**src/rtl/vram_arb_pkg.sv**
```systemverilog
package vram_arb_pkg;

   typedef enum logic [1:0] {
      OWN_IDLE = 2'd0,
      OWN_CPU  = 2'd1,
      OWN_DISP = 2'd2
   } owner_e;

endpackage

```
**src/rtl/vram_win_decode.sv**
```systemverilog
module vram_win_decode #(
   parameter int unsigned CPU_AW   = 16,
   parameter int unsigned RAM_AW   = 14,
   parameter int unsigned WIN_BASE = 2
) (
   input  logic [CPU_AW-1:0] cpu_addr,
   input  logic              cpu_cyc,
   output logic              win_hit,
   output logic [RAM_AW-1:0] win_off
);
   localparam int unsigned TAG_W = CPU_AW - RAM_AW;

   generate
      if (CPU_AW < RAM_AW) begin : g_bad_width
         $error("vram_win_decode: CPU address narrower than RAM address");
      end
      if (TAG_W == 0) begin : g_full_map
         assign win_hit = cpu_cyc;
      end else begin : g_tag_cmp
         if (WIN_BASE >= (1 << TAG_W)) begin : g_bad_base
            $error("vram_win_decode: WIN_BASE does not fit the tag bits");
         end
         logic [TAG_W-1:0] tag;
         assign tag     = cpu_addr[CPU_AW-1:RAM_AW];
         assign win_hit = cpu_cyc && (tag == TAG_W'(WIN_BASE));
      end
   endgenerate

   assign win_off = cpu_addr[RAM_AW-1:0];

endmodule

```
**src/rtl/vram_owner_fsm.sv**
```systemverilog
module vram_owner_fsm
   import vram_arb_pkg::*;
(
   input  logic   clk,
   input  logic   rst_n,
   input  logic   win_hit,
   input  logic   blank_any,
   input  logic   disp_req,
   output owner_e owner_q
);
   owner_e owner_d;

   // Display first; CPU only in blanking. The choice is registered, so a
   // granted CPU cycle always finishes before the display takes over.
   always_comb begin
      if (disp_req) begin
         owner_d = OWN_DISP;
      end else if (win_hit && blank_any) begin
         owner_d = OWN_CPU;
      end else begin
         owner_d = OWN_IDLE;
      end
   end

   always_ff @(posedge clk or negedge rst_n) begin
      if (!rst_n) begin
         owner_q <= OWN_IDLE;
      end else begin
         owner_q <= owner_d;
      end
   end

endmodule

```
**src/rtl/vram_port_mux.sv**
```systemverilog
module vram_port_mux
   import vram_arb_pkg::*;
#(
   parameter int unsigned RAM_AW = 14
) (
   input  owner_e            owner_q,
   input  logic              win_hit,
   input  logic              cpu_we,
   input  logic [RAM_AW-1:0] win_off,
   input  logic [RAM_AW-1:0] disp_addr,
   output logic              disp_gnt,
   output logic              cpu_rdy,
   output logic              buf_oe_n,
   output logic [RAM_AW-1:0] ram_addr,
   output logic              ram_cs_n,
   output logic              ram_oe_n,
   output logic              ram_we_n
);
   logic cpu_act;
   logic disp_act;

   assign cpu_act  = (owner_q == OWN_CPU) && win_hit;
   assign disp_act = (owner_q == OWN_DISP);

   assign disp_gnt = disp_act;
   assign cpu_rdy  = !win_hit || (owner_q == OWN_CPU);
   assign buf_oe_n = !cpu_act;
   assign ram_addr = cpu_act ? win_off : disp_addr;
   assign ram_cs_n = !(cpu_act || disp_act);
   assign ram_we_n = !(cpu_act && cpu_we);
   assign ram_oe_n = !(disp_act || (cpu_act && !cpu_we));

endmodule

```
**src/rtl/vram_arbiter.sv**
```systemverilog
module vram_arbiter
   import vram_arb_pkg::*;
#(
   parameter int unsigned CPU_AW   = 16,
   parameter int unsigned RAM_AW   = 14,
   parameter int unsigned WIN_BASE = 2
) (
   input  logic              clk,
   input  logic              rst_n,
   input  logic [CPU_AW-1:0] cpu_addr,
   input  logic              cpu_cyc,
   input  logic              cpu_we,
   input  logic              hblank,
   input  logic              vblank,
   input  logic              disp_req,
   input  logic [RAM_AW-1:0] disp_addr,
   output logic              disp_gnt,
   output logic              cpu_rdy,
   output logic              buf_oe_n,
   output logic [RAM_AW-1:0] ram_addr,
   output logic              ram_cs_n,
   output logic              ram_oe_n,
   output logic              ram_we_n
);
   logic              win_hit;
   logic [RAM_AW-1:0] win_off;
   logic              blank_any;
   owner_e            owner_q;

   assign blank_any = hblank || vblank;

   vram_win_decode #(
      .CPU_AW   (CPU_AW),
      .RAM_AW   (RAM_AW),
      .WIN_BASE (WIN_BASE)
   ) u_dec (
      .cpu_addr (cpu_addr),
      .cpu_cyc  (cpu_cyc),
      .win_hit  (win_hit),
      .win_off  (win_off)
   );

   vram_owner_fsm u_fsm (
      .clk       (clk),
      .rst_n     (rst_n),
      .win_hit   (win_hit),
      .blank_any (blank_any),
      .disp_req  (disp_req),
      .owner_q   (owner_q)
   );

   vram_port_mux #(
      .RAM_AW (RAM_AW)
   ) u_mux (
      .owner_q   (owner_q),
      .win_hit   (win_hit),
      .cpu_we    (cpu_we),
      .win_off   (win_off),
      .disp_addr (disp_addr),
      .disp_gnt  (disp_gnt),
      .cpu_rdy   (cpu_rdy),
      .buf_oe_n  (buf_oe_n),
      .ram_addr  (ram_addr),
      .ram_cs_n  (ram_cs_n),
      .ram_oe_n  (ram_oe_n),
      .ram_we_n  (ram_we_n)
   );

endmodule

```
**config.mk**
```make
export PLATFORM = sky130hd
export DESIGN_NAME = vram_arbiter
export DESIGN_NICKNAME = d
export VERILOG_FILES = /design/src/rtl/vram_arb_pkg.sv /design/src/rtl/vram_win_decode.sv /design/src/rtl/vram_owner_fsm.sv /design/src/rtl/vram_port_mux.sv /design/src/rtl/vram_arbiter.sv
export SDC_FILE = /design/constraint.sdc
export NUM_CORES = 1
export LEC_CHECK = 0
export ABC_AREA = 1
export BUFFER_PORTS_ARGS = -buffer_cell sky130_fd_sc_hd__buf_2
export CORE_MARGIN = 3
export CORE_UTILIZATION = 30
export DETAILED_ROUTE_END_ITERATION = 16
export PLACE_DENSITY = 0.7
export REMOVE_ABC_BUFFERS = 1
export SLEW_MARGIN = 30
export SYNTH_ARGS = -nofsm -noshare
export SYNTH_HDL_FRONTEND = slang
export SYNTH_HIERARCHICAL = 1
export SYNTH_SLANG_ARGS = --single-unit
export TNS_END_PERCENT = 30
```
**constraint.sdc**
```tcl
create_clock -name clk -period 2.8 [get_ports clk]
set_input_delay 0.42 -clock clk [delete_from_list [all_inputs] [get_ports clk]]
set_output_delay 0.42 -clock clk [all_outputs]
set_load 0.02 [all_outputs]
```
### Word-level counts from Yosys, hierarchy flattened

Cells that the tools add are included.

* bits in registers: 2
* bits in latches: 0
* memory bits (writable): 0
* ROM bits: 0
* input port bits: 37
* output and inout port bits: 20
* logic and storage cells: 22
* memories: 0

* $add $sub $neg: 0
* $mul: 0
* divide/modulo/power cells: 0
* $lt $le $gt $ge: 0
* eq/ne operators: 3
* shift operators: 0
* muxes and demuxes: 3
* bitwise gates (word level): 0
* reduce and logical (&&, ||, !) cells: 15

Operator list (number)
* $mux W14: 1
* $logic_not A1 Y1: 6
* $logic_and A1 B1 Y1: 5
* $eq A2 B2 Y1 const B: 2
* $logic_or A1 B1 Y1: 4
* $eq A2 B1 Y1 const B: 1
* $mux W2: 1
* $mux W1: 1

### Logic depth before layout (Yosys ltp)

Gate-level depths: netlist of the first run.

* depth after elaboration: 6
* mapped depth: 7
* mapped depth without buffers: 5

### By module

The synthesis of the first run kept the hierarchy.

Modules (own cells, without submodules)
* vram_port_mux: times used 1, cells each 59, area an instance 297.8 sq um, sequential area each 0.0 sq um
* vram_win_decode: times used 1, cells each 16, area an instance 115.1 sq um, sequential area each 0.0 sq um
* vram_owner_fsm: times used 1, cells each 4, area an instance 60.1 sq um, sequential area each 50.0 sq um
* vram_arbiter: times used 1, cells each 3, area an instance 11.3 sq um, sequential area each 0.0 sq um

### Worst setup path before layout of the first run

No wires, ideal clock.

* kind: input to output
* start: input cpu_cyc
* end: output ram_addr[10]
* arrival: 1.146 ns
* data required time: 2.380 ns
* setup slack: 1.234 ns
* cell stages on the path: 7
* path buffers: 2
* cells stage by stage: nand2_1 -> nor2_2 -> buf_4 -> nand3_4 -> buf_6 -> nand2_1 -> nand2_1

* cells in the longest elaborated chain, start to end: 3

Ends and longest elaborated chain
* start: declaration: line vram_arbiter.sv:11 `input logic cpu_cyc,`
* $logic_and A1 B1 Y1: line vram_win_decode.sv:25 `assign win_hit = cpu_cyc && (tag == TAG_W'(WIN_BASE));`
* named net win_hit: line vram_arbiter.sv:25 `logic win_hit;`
* $logic_and A1 B1 Y1: line vram_port_mux.sv:22 `assign cpu_act = (owner_q == OWN_CPU) && win_hit;`
* $mux W14: line vram_port_mux.sv:28 `assign ram_addr = cpu_act ? win_off : disp_addr;`
* end: declaration: line vram_arbiter.sv:20 `output logic [RAM_AW-1:0] ram_addr,`

The timed path passes the listed nets, and every way through them passes these cells.

### Worst setup path in the final report of the first run

* start: input cpu_cyc
* end: output ram_oe_n

* cells in the longest elaborated chain, start to end: 5

Ends and longest elaborated chain
* $logic_and A1 B1 Y1: line vram_win_decode.sv:25
* named net win_hit: line vram_arbiter.sv:25
* $logic_and A1 B1 Y1: line vram_port_mux.sv:22
* $logic_and A1 B1 Y1: line vram_port_mux.sv:31 `assign ram_oe_n = !(disp_act || (cpu_act && !cpu_we));`
* $logic_or A1 B1 Y1: line vram_port_mux.sv:31
* $logic_not A1 Y1: line vram_port_mux.sv:31
* end: declaration: line vram_arbiter.sv:22 `output logic ram_oe_n,`

The timed path passes the listed nets, and every way through them passes these cells.

==> flow_metrics.tcl, run 1 <==
set metrics [dict create \
    synth-seq-area-share_pct 10.3 \
    die_area_um2 2130 \
    largest_reg_flops 2 \
    initial_core_util_pct 34.6 \
    gp_congestion 0.743 \
    hold_end "u_fsm/owner_q[1]$_DFF_PN0_" \
    setup_tns_ns 0 \
    cts_max_path_buffers 2 \
    ios 57 \
    fmax_ghz 0.486 \
    cts_buffers 3 \
    htreeDepth 1 \
    hold_path_depth 1 \
    layout.nets 162 \
    ir_drop_uv 289 \
    synth.area.top_cells "buf_4 (28%), nand2_1 (27%), nand4_1 (19%)" \
    hold_buffers 1 \
    worstSetupPathType "in2out" \
    grt_pass1_wl_mm 2.12 \
    drive_above_1_share_pct 52.0 \
    multi_input_area_um2 260 \
    hp-class "in2reg" \
    hold_viol 0 \
    rows 13 \
    cp.required_ns 2.38 \
    antenna_left 0 \
    max_slew.worst_pin.slew_ns 0.555 \
    grt_pass1_vias 546 \
    period_minus_slack_ns 2.06 \
    cp_max_fo 16 \
    ys_ff_latch 2 \
    drv_slew 0 \
    fp.dieW_um 46.2 \
    cpPeakStageDelay_ns 0.31 \
    synth-edff-count 0 \
    wl_mm 1.45 \
    grt_overflow 0 \
    ys_types 11 \
    yosysTopAreaCell "buf_4" \
    path_cells "buf_2 -> nand2_1 -> nor2_2 -> buf_4 -> nand3_4 -> nand2_1 -> nand2_1 -> buf_2" \
    max_cap_viol_count 0 \
    synth_area_um2 484 \
    drtIter0Drc 4 \
    cp_slowest_cell "nor2_2" \
    nFillCells 144 \
    p_leak_nw 0.429 \
    die_h_um 46.2 \
    final_cell_area_um2 672 \
    num_vias 635 \
    hold_start "disp_req" \
    rsz0062_at_grt "no" \
    maxSlewHeadroom_pct 63.0 \
    drc_errors 0 \
    finalCritPeriodShare_pct 73.5 \
    critical_path.top_delay_family "simple AND/OR/NAND/NOR gates" \
    drt-wirelength-per-cell_um 10.5 \
    viasPerCell 4.60 \
    ys.flop_type "dfrtp_1" \
    syn_to_final_growth_pct 38.8 \
    register_area_um2 50.0 \
    critPathArrivalTime_ns 1.64 \
    finalCoreUtilization_pct 48.0 \
    grt_usage_pct 13.6 \
    async_reset_ff_share_pct 100 \
    post_cts_buffers 0 \
    path_clk_slew_ns 0.03 \
    regMostFlops "u_fsm/owner_q" \
    cp_common_cell "nand2_1" \
    ys_top_cells_by_count "nand2_1 (35), buf_4 (18), nand4_1 (15)" \
    dp_hpwl_mm 1.18 \
    endpoint_kind "output port" \
    largestRegisters "u_fsm/owner_q: 2 flops" \
    yosys_warnings 6 \
    firstDrtPassIters 4 \
    ctsResizeCount 0 \
    setup_viol 0 \
    path_buf_inv 3 \
    grt_max_degree 18 \
    core_area_um2 1400 \
    synth_cells 82 \
    yosysMostFrequentCell "nand2_1" \
    cts_tree "built" \
    p_total_w 0.000176 \
    start_kind "input port" \
    n_antenna_cell 0 \
    synth_top_area_share_pct 27.9 \
    dpl-instance-area_um2 639 \
    status "complete, no violations" \
    antenna_found_initial 0 \
    avgSynthCellArea_um2 5.91 \
    io_buffers 56 \
    clock-root-buffer "clkbuf_4" \
    clock_sinks 2 \
    crit_cells 8 \
    power.density_nw_per_um2 263 \
]
[cells by family (layout without fill, tap and decap cells)]
family                 after synthesis  count (layout)  synth area share (%)
flip-flops                           2               2                  10.3
AO/OA/AOI/OAI                        1               1                  1.03
AND/OR/NAND/NOR                     53              53                  52.7
buffers and inverters               26              67                  35.9
[worst max path at each step]
stage	from	endpoint	slack, ns
3_5_place_dp	cpu_cyc	ram_oe_n	0.75
2_1_floorplan	cpu_cyc	ram_oe_n	0.97
3_3_place_gp	cpu_cyc	ram_oe_n	0.80
4_1_cts	cpu_cyc	ram_oe_n	0.75
6_report	cpu_cyc	ram_oe_n	0.74
5_1_grt	cpu_cyc	ram_addr[12]	0.64
[final cells by class]
type | instances | area share (%)
timing repair buffer | 58 | 44.3
multi-input combinational | 54 | 38.7
sequential | 2 | 7.45
clock buffer | 3 | 3.35
inverter | 6 | 3.35
tap | 15 | 2.79
[report_power, final]
group / switching, W / internal (W)
Sequential: 0.00000225 / 0.0000302
Clock: 0.0000161 / 0.0000472
Combinational: 0.0000455 / 0.0000352
Total: 0.0000638 / 0.000113
[per-stage QoR]
stage / cells / worst slack (ns) / hold WS [ns]
after floorplan: 62 / 0.965 / 0.124
after global placement: 134 / 0.799 / 0.206
after detailed placement: 134 / 0.751 / 0.207
after CTS: 138 / 0.755 / 0.312
after global routing: 138 / 0.642 / 0.317
final: 138 / 0.742 / 0.322
[layer usage]
metal  up-vias  wire length [um]  GRT usage, %
met1       270               552          14.2
met2        30               769          25.0
met4         0                 0          5.11
met5         -                 0             0
met3         0               130          3.91
li1        335                 -             -
[layout by cell type (no fill, tap or decap), drive strengths merged]
master / n
buf: 57
clkbuf: 3
dfrtp: 2
dlygate4sd3: 1
inv: 6
nand2: 35
nand3: 1
nand4: 15
nor2: 2
o21ai: 1
Note: power is estimated with default switching activity, not from simulation.
==> inputs of run 2 (changes only) <==
==> constraint.sdc (replaced) <==
create_clock -name clk -period 1.9 [get_ports clk]
set_input_delay 0.285 -clock clk [delete_from_list [all_inputs] [get_ports clk]]
set_output_delay 0.285 -clock clk [all_outputs]
set_load 0.02 [all_outputs]
==> run 2 against run 1 <==
Compared with the run above:
- setup slack lost 0.54 ns
- via count increased by 1.9%
- largest power group unchanged
- clock power up 48%
- routed wire length is 3.9% higher
==> flow_metrics.tcl, run 2 (synthesis results as in run 1) <==
set metrics [dict create \
    status "complete, no violations" \
    drtIter0Drc 19 \
    largestRegisters "u_fsm/owner_q: 2 flops" \
    cp_max_fo 16 \
    viasPerCell 4.62 \
    grt_pass1_vias 577 \
    rows 13 \
    largest_reg_flops 2 \
    grt_max_degree 17 \
    hold_end "u_fsm/owner_q[1]$_DFF_PN0_" \
    drc_errors 0 \
    cts_tree "built" \
    grt_pass1_wl_mm 2.25 \
    cp.required_ns 1.62 \
    firstDrtPassIters 4 \
    drive_above_1_share_pct 52.8 \
    critPathArrivalTime_ns 1.41 \
    finalCritPeriodShare_pct 89.4 \
    die_area_um2 2130 \
    path_clk_slew_ns 0.03 \
    hold_start "disp_req" \
    clock-root-buffer "clkbuf_4" \
    hp-class "in2reg" \
    cts_buffers 3 \
    finalCoreUtilization_pct 49.1 \
    grt_usage_pct 14.2 \
    power.density_nw_per_um2 382 \
    regMostFlops "u_fsm/owner_q" \
    dp_hpwl_mm 1.18 \
    ir_drop_uv 421 \
    core_area_um2 1400 \
    final_common_cell "buf_2" \
    grt_overflow 0 \
    drt-wirelength-per-cell_um 10.8 \
    endpoint_kind "output port" \
    num_vias 647 \
    rsz0062_at_grt "no" \
    p_total_w 0.000263 \
    max_cap_viol_count 0 \
    ios 57 \
    cts_max_path_buffers 2 \
    final_cell_mix "buf_2 (56), nand2_1 (35), nand4_1 (15)" \
    nFillCells 151 \
    antenna_left 0 \
    hold_viol 0 \
    register_area_um2 50.0 \
    n_antenna_cell 0 \
    period_minus_slack_ns 1.70 \
    p_leak_nw 0.440 \
    hold_path_depth 1 \
    max_slew.worst_pin.slew_ns 0.426 \
    multi_input_area_um2 260 \
    clock_sinks 2 \
    syn_to_final_growth_pct 41.9 \
    wl_mm 1.51 \
    fmax_ghz 0.588 \
    io_buffers 56 \
    initial_core_util_pct 34.6 \
    start_kind "flop" \
    fp.dieW_um 46.2 \
    gp_congestion 0.722 \
    setup_viol 0 \
    die_h_um 46.2 \
    maxSlewHeadroom_pct 71.6 \
    worstSetupPathType "reg2out" \
    drv_slew 0 \
    setup_tns_ns 0 \
    layout.nets 164 \
    antenna_found_initial 0 \
    htreeDepth 1 \
]
run 2: cell count changes in the layout (fill, tap and decap cells not counted), sizes merged:
cell  change
buf       +2
run 2: per-layer routing:
layer	routed length [um]	vias up	part of all wire (%)	track usage, %
met4	0	0	0	5.11
met1	576	277	38	16.1
met2	791	32	52	25.5
met3	140	0	9.3	3.13
met5	0	-	0	0
li1	-	338	-	-
run 2: metrics by stage:
stage / cells / area (um^2) / setup slack [ns] / hold slack [ns]
global placement: 136 / 654 / 0.437 / 0.0707
global route: 140 / 687 / 0.0665 / 0.182
CTS: 140 / 687 / 0.180 / 0.179
finish: 140 / 687 / 0.201 / 0.189
detailed placement: 136 / 654 / 0.429 / 0.0723
floorplan: 62 / 333 / 0.335 / -0.0106
run 2: worst max path at each step:
| stage | startpoint | to | slack (ns) | depth (start not counted) |
|---|---|---|---|---|
| floorplan | cpu_cyc | ram_oe_n | 0.34 | 5 |
| global placement | u_fsm/owner_q[1]$_DFF_PN0_ | ram_oe_n | 0.44 | 5 |
| detailed placement | u_fsm/owner_q[1]$_DFF_PN0_ | ram_oe_n | 0.43 | 5 |
| CTS | u_fsm/owner_q[1]$_DFF_PN0_ | ram_oe_n | 0.18 | 5 |
| global route | u_fsm/owner_q[0]$_DFF_PN0_ | ram_cs_n | 0.07 | 4 |
| finish | u_fsm/owner_q[1]$_DFF_PN0_ | ram_oe_n | 0.20 | 5 |
run 2: report_power, final:
part | total [W] | internal (W) | switching, W
sequential | 0.0000472 | 0.0000445 | 0.00000276
combinational | 0.000122 | 0.0000535 | 0.0000683
clock | 0.0000936 | 0.0000697 | 0.0000239
total | 0.000263 | 0.000168 | 0.0000951
run 2: critical path: stages, from the launching register on:
cell	delay (ns)
dfrtp_1	0.39
inv_2	0.23
nand3_4	0.23
nand2_1	0.14
nand2_1	0.05
buf_2	0.15
run 2: cell type report:
class,count,area share [%]
tap,15,2.73
inverter,6,3.28
multi-input combinational,54,37.9
clock buffer,3,3.28
timing repair buffer,60,45.5
sequential,2,7.29
run 2: repair_timing:
action | in CTS | in global routing
buffers inserted | 0 | 0
resized for setup | 0 | 0
hold endpoints to repair | 2 | 0
hold buffers | 1 | 0
==> inputs of run 3 (changes only) <==
--- a/config.mk
+++ b/config.mk
@@ -10,7 +10,7 @@
 export CORE_MARGIN = 3
 export CORE_UTILIZATION = 30
 export DETAILED_ROUTE_END_ITERATION = 16
-export PLACE_DENSITY = 0.7
+export PLACE_DENSITY = 0.82
 export REMOVE_ABC_BUFFERS = 1
 export SLEW_MARGIN = 30
 export SYNTH_ARGS = -nofsm -noshare
==> run 3 against run 2 <==
Compared with the run above:
- critical path depth did not move
- design area unchanged
- fmax grew 2.2%
- final cell count stayed put
- sequential power is 1% lower
- sequential cell count is the same
- worst hold slack better by 0.011 ns
- setup slack improved by 0.037 ns
- via count rose by 1.7%
- first-iteration DRC count decreased by 47%
- critical endpoint unchanged
- largest cell class unchanged
- largest power group unchanged
==> flow_metrics.tcl, run 3 (synthesis results as in run 1) <==
set metrics [dict create \
    status "complete, no violations" \
    p_clk_share_pct 35.5 \
    die_area_um2 2130 \
    antenna_left 0 \
    cts_buffers 3 \
    drt-wirelength-per-cell_um 10.2 \
    path_clk_slew_ns 0.03 \
    antenna_found_initial 0 \
    p_leak_nw 0.440 \
    drc_errors 0 \
    hold_start "disp_req" \
    wl_mm 1.43 \
    initial_core_util_pct 34.6 \
    grt_pass1_vias 598 \
    period_minus_slack_ns 1.66 \
    worstSetupPathType "reg2out" \
    rows 13 \
    grt_overflow 0 \
    drive_above_1_share_pct 52.8 \
    hold_end "u_fsm/owner_q[1]$_DFF_PN0_" \
    internal_power_w 0.000168 \
    n_antenna_cell 0 \
    path_cells "inv_2 -> nand3_4 -> nand2_1 -> nand2_1 -> buf_2" \
    finalCoreUtilization_pct 49.1 \
    maxSlewHeadroom_pct 78.5 \
    cp_slowest_cell "dfrtp_1" \
    endpoint_kind "output port" \
    cpPeakStageDelay_ns 0.38 \
    largest_reg_flops 2 \
    final_common_cell "buf_2" \
    swShare_pct 36.0 \
    setup_viol 0 \
    comb_power_share_pct 46.7 \
    drv_slew 0 \
    grt_pass1_wl_mm 2.16 \
    ir_drop_uv 494 \
    largestRegisters "u_fsm/owner_q: 2 flops" \
    hp-class "in2reg" \
    critPathArrivalTime_ns 1.38 \
    clock-root-buffer "clkbuf_4" \
    core_area_um2 1400 \
    final_cell_mix "buf_2 (56), nand2_1 (35), nand4_1 (15)" \
    firstDrtPassIters 4 \
    power_switching_w 0.0000945 \
    cts_tree "built" \
    cp_max_fo 16 \
    fmax_ghz 0.601 \
    start_kind "flop" \
    cp_common_cell "nand2_1" \
    dp_hpwl_mm 1.18 \
    max_cap_viol_count 0 \
    seqPwrFrac_pct 17.8 \
    setup_tns_ns 0 \
    ios 57 \
    cts_max_path_buffers 2 \
    gp_congestion 0.741 \
    fin_hold_ws_ns 0.199 \
    power.density_nw_per_um2 382 \
    clock_sinks 2 \
    layout.nets 164 \
    viasPerCell 4.70 \
    hold_path_depth 1 \
    drtIter0Drc 10 \
    cp.required_ns 1.62 \
    die_h_um 46.2 \
    hold_viol 0 \
    num_vias 658 \
    grt_max_degree 17 \
    finalCritPeriodShare_pct 87.5 \
    rsz0062_at_grt "no" \
    post_cts_buffers 0 \
    syn_to_final_growth_pct 41.9 \
    io_buffers 56 \
    htreeDepth 1 \
    grt_usage_pct 14.1 \
    regMostFlops "u_fsm/owner_q" \
    fp.dieW_um 46.2 \
    max_slew.worst_pin.slew_ns 0.323 \
]
run 3: cell type report:
class                      count  area, um^2
sequential                     2        50.0
tap                           15        18.8
fill                         140         712
timing repair buffer          60         313
inverter                       6        22.5
multi-input combinational     54         260
clock buffer                   3        22.5
run 3: what timing repair did:
action	4_1_cts	5_1_grt
endpoints found under the hold margin	2	0
hold buffers	1	0
gates resized for setup	0	0
run 3: power groups by stage:
stage / sequential [W] / clock (W) / combinational, W
final: 0.0000467 / 0.0000930 / 0.000122
after global placement: 0.0000470 / 0 / 0.000119
after floorplan: 0.0000475 / 0 / 0.0000563
after CTS: 0.0000468 / 0.0000963 / 0.000123
after global routing: 0.0000471 / 0.000110 / 0.000135
after detailed placement: 0.0000472 / 0 / 0.000121
run 3: worst max-delay path: cells and delay by family, from the launching register on:
kind	cells	cell delay, ns
buf+inv	2	0.36
flops	1	0.38
simple gates	3	0.41
run 3: worst max path at each step:
stage / from / to / slack, ns / cells past startpoint
5_1_grt: u_fsm/owner_q[1]$_DFF_PN0_ / ram_addr[13] / 0.08 / 5
6_report: u_fsm/owner_q[1]$_DFF_PN0_ / ram_oe_n / 0.24 / 5
4_1_cts: u_fsm/owner_q[1]$_DFF_PN0_ / ram_oe_n / 0.21 / 5
3_3_place_gp: cpu_cyc / ram_addr[1] / 0.50 / 7
2_1_floorplan: cpu_cyc / ram_oe_n / 0.34 / 5
3_5_place_dp: u_fsm/owner_q[1]$_DFF_PN0_ / ram_oe_n / 0.45 / 5
run 3: per-stage QoR:
step	instance area, um^2	setup slack [ns]	total power, W	instances
detailed placement	654	0.453	0.000168	136
CTS	687	0.213	0.000266	140
floorplan	333	0.335	0.000104	62
finish	687	0.237	0.000262	140
global route	687	0.0799	0.000291	140
global placement	654	0.500	0.000166	136
run 3: routing by layer:
metal | up-vias | part of all wire, % | GRT usage [%]
met5 | - | 0 | 0
met4 | 0 | 0 | 7.95
met3 | 0 | 12 | 2.34
met2 | 37 | 52 | 27.2
met1 | 280 | 36 | 13.7
li1 | 341 | - | -
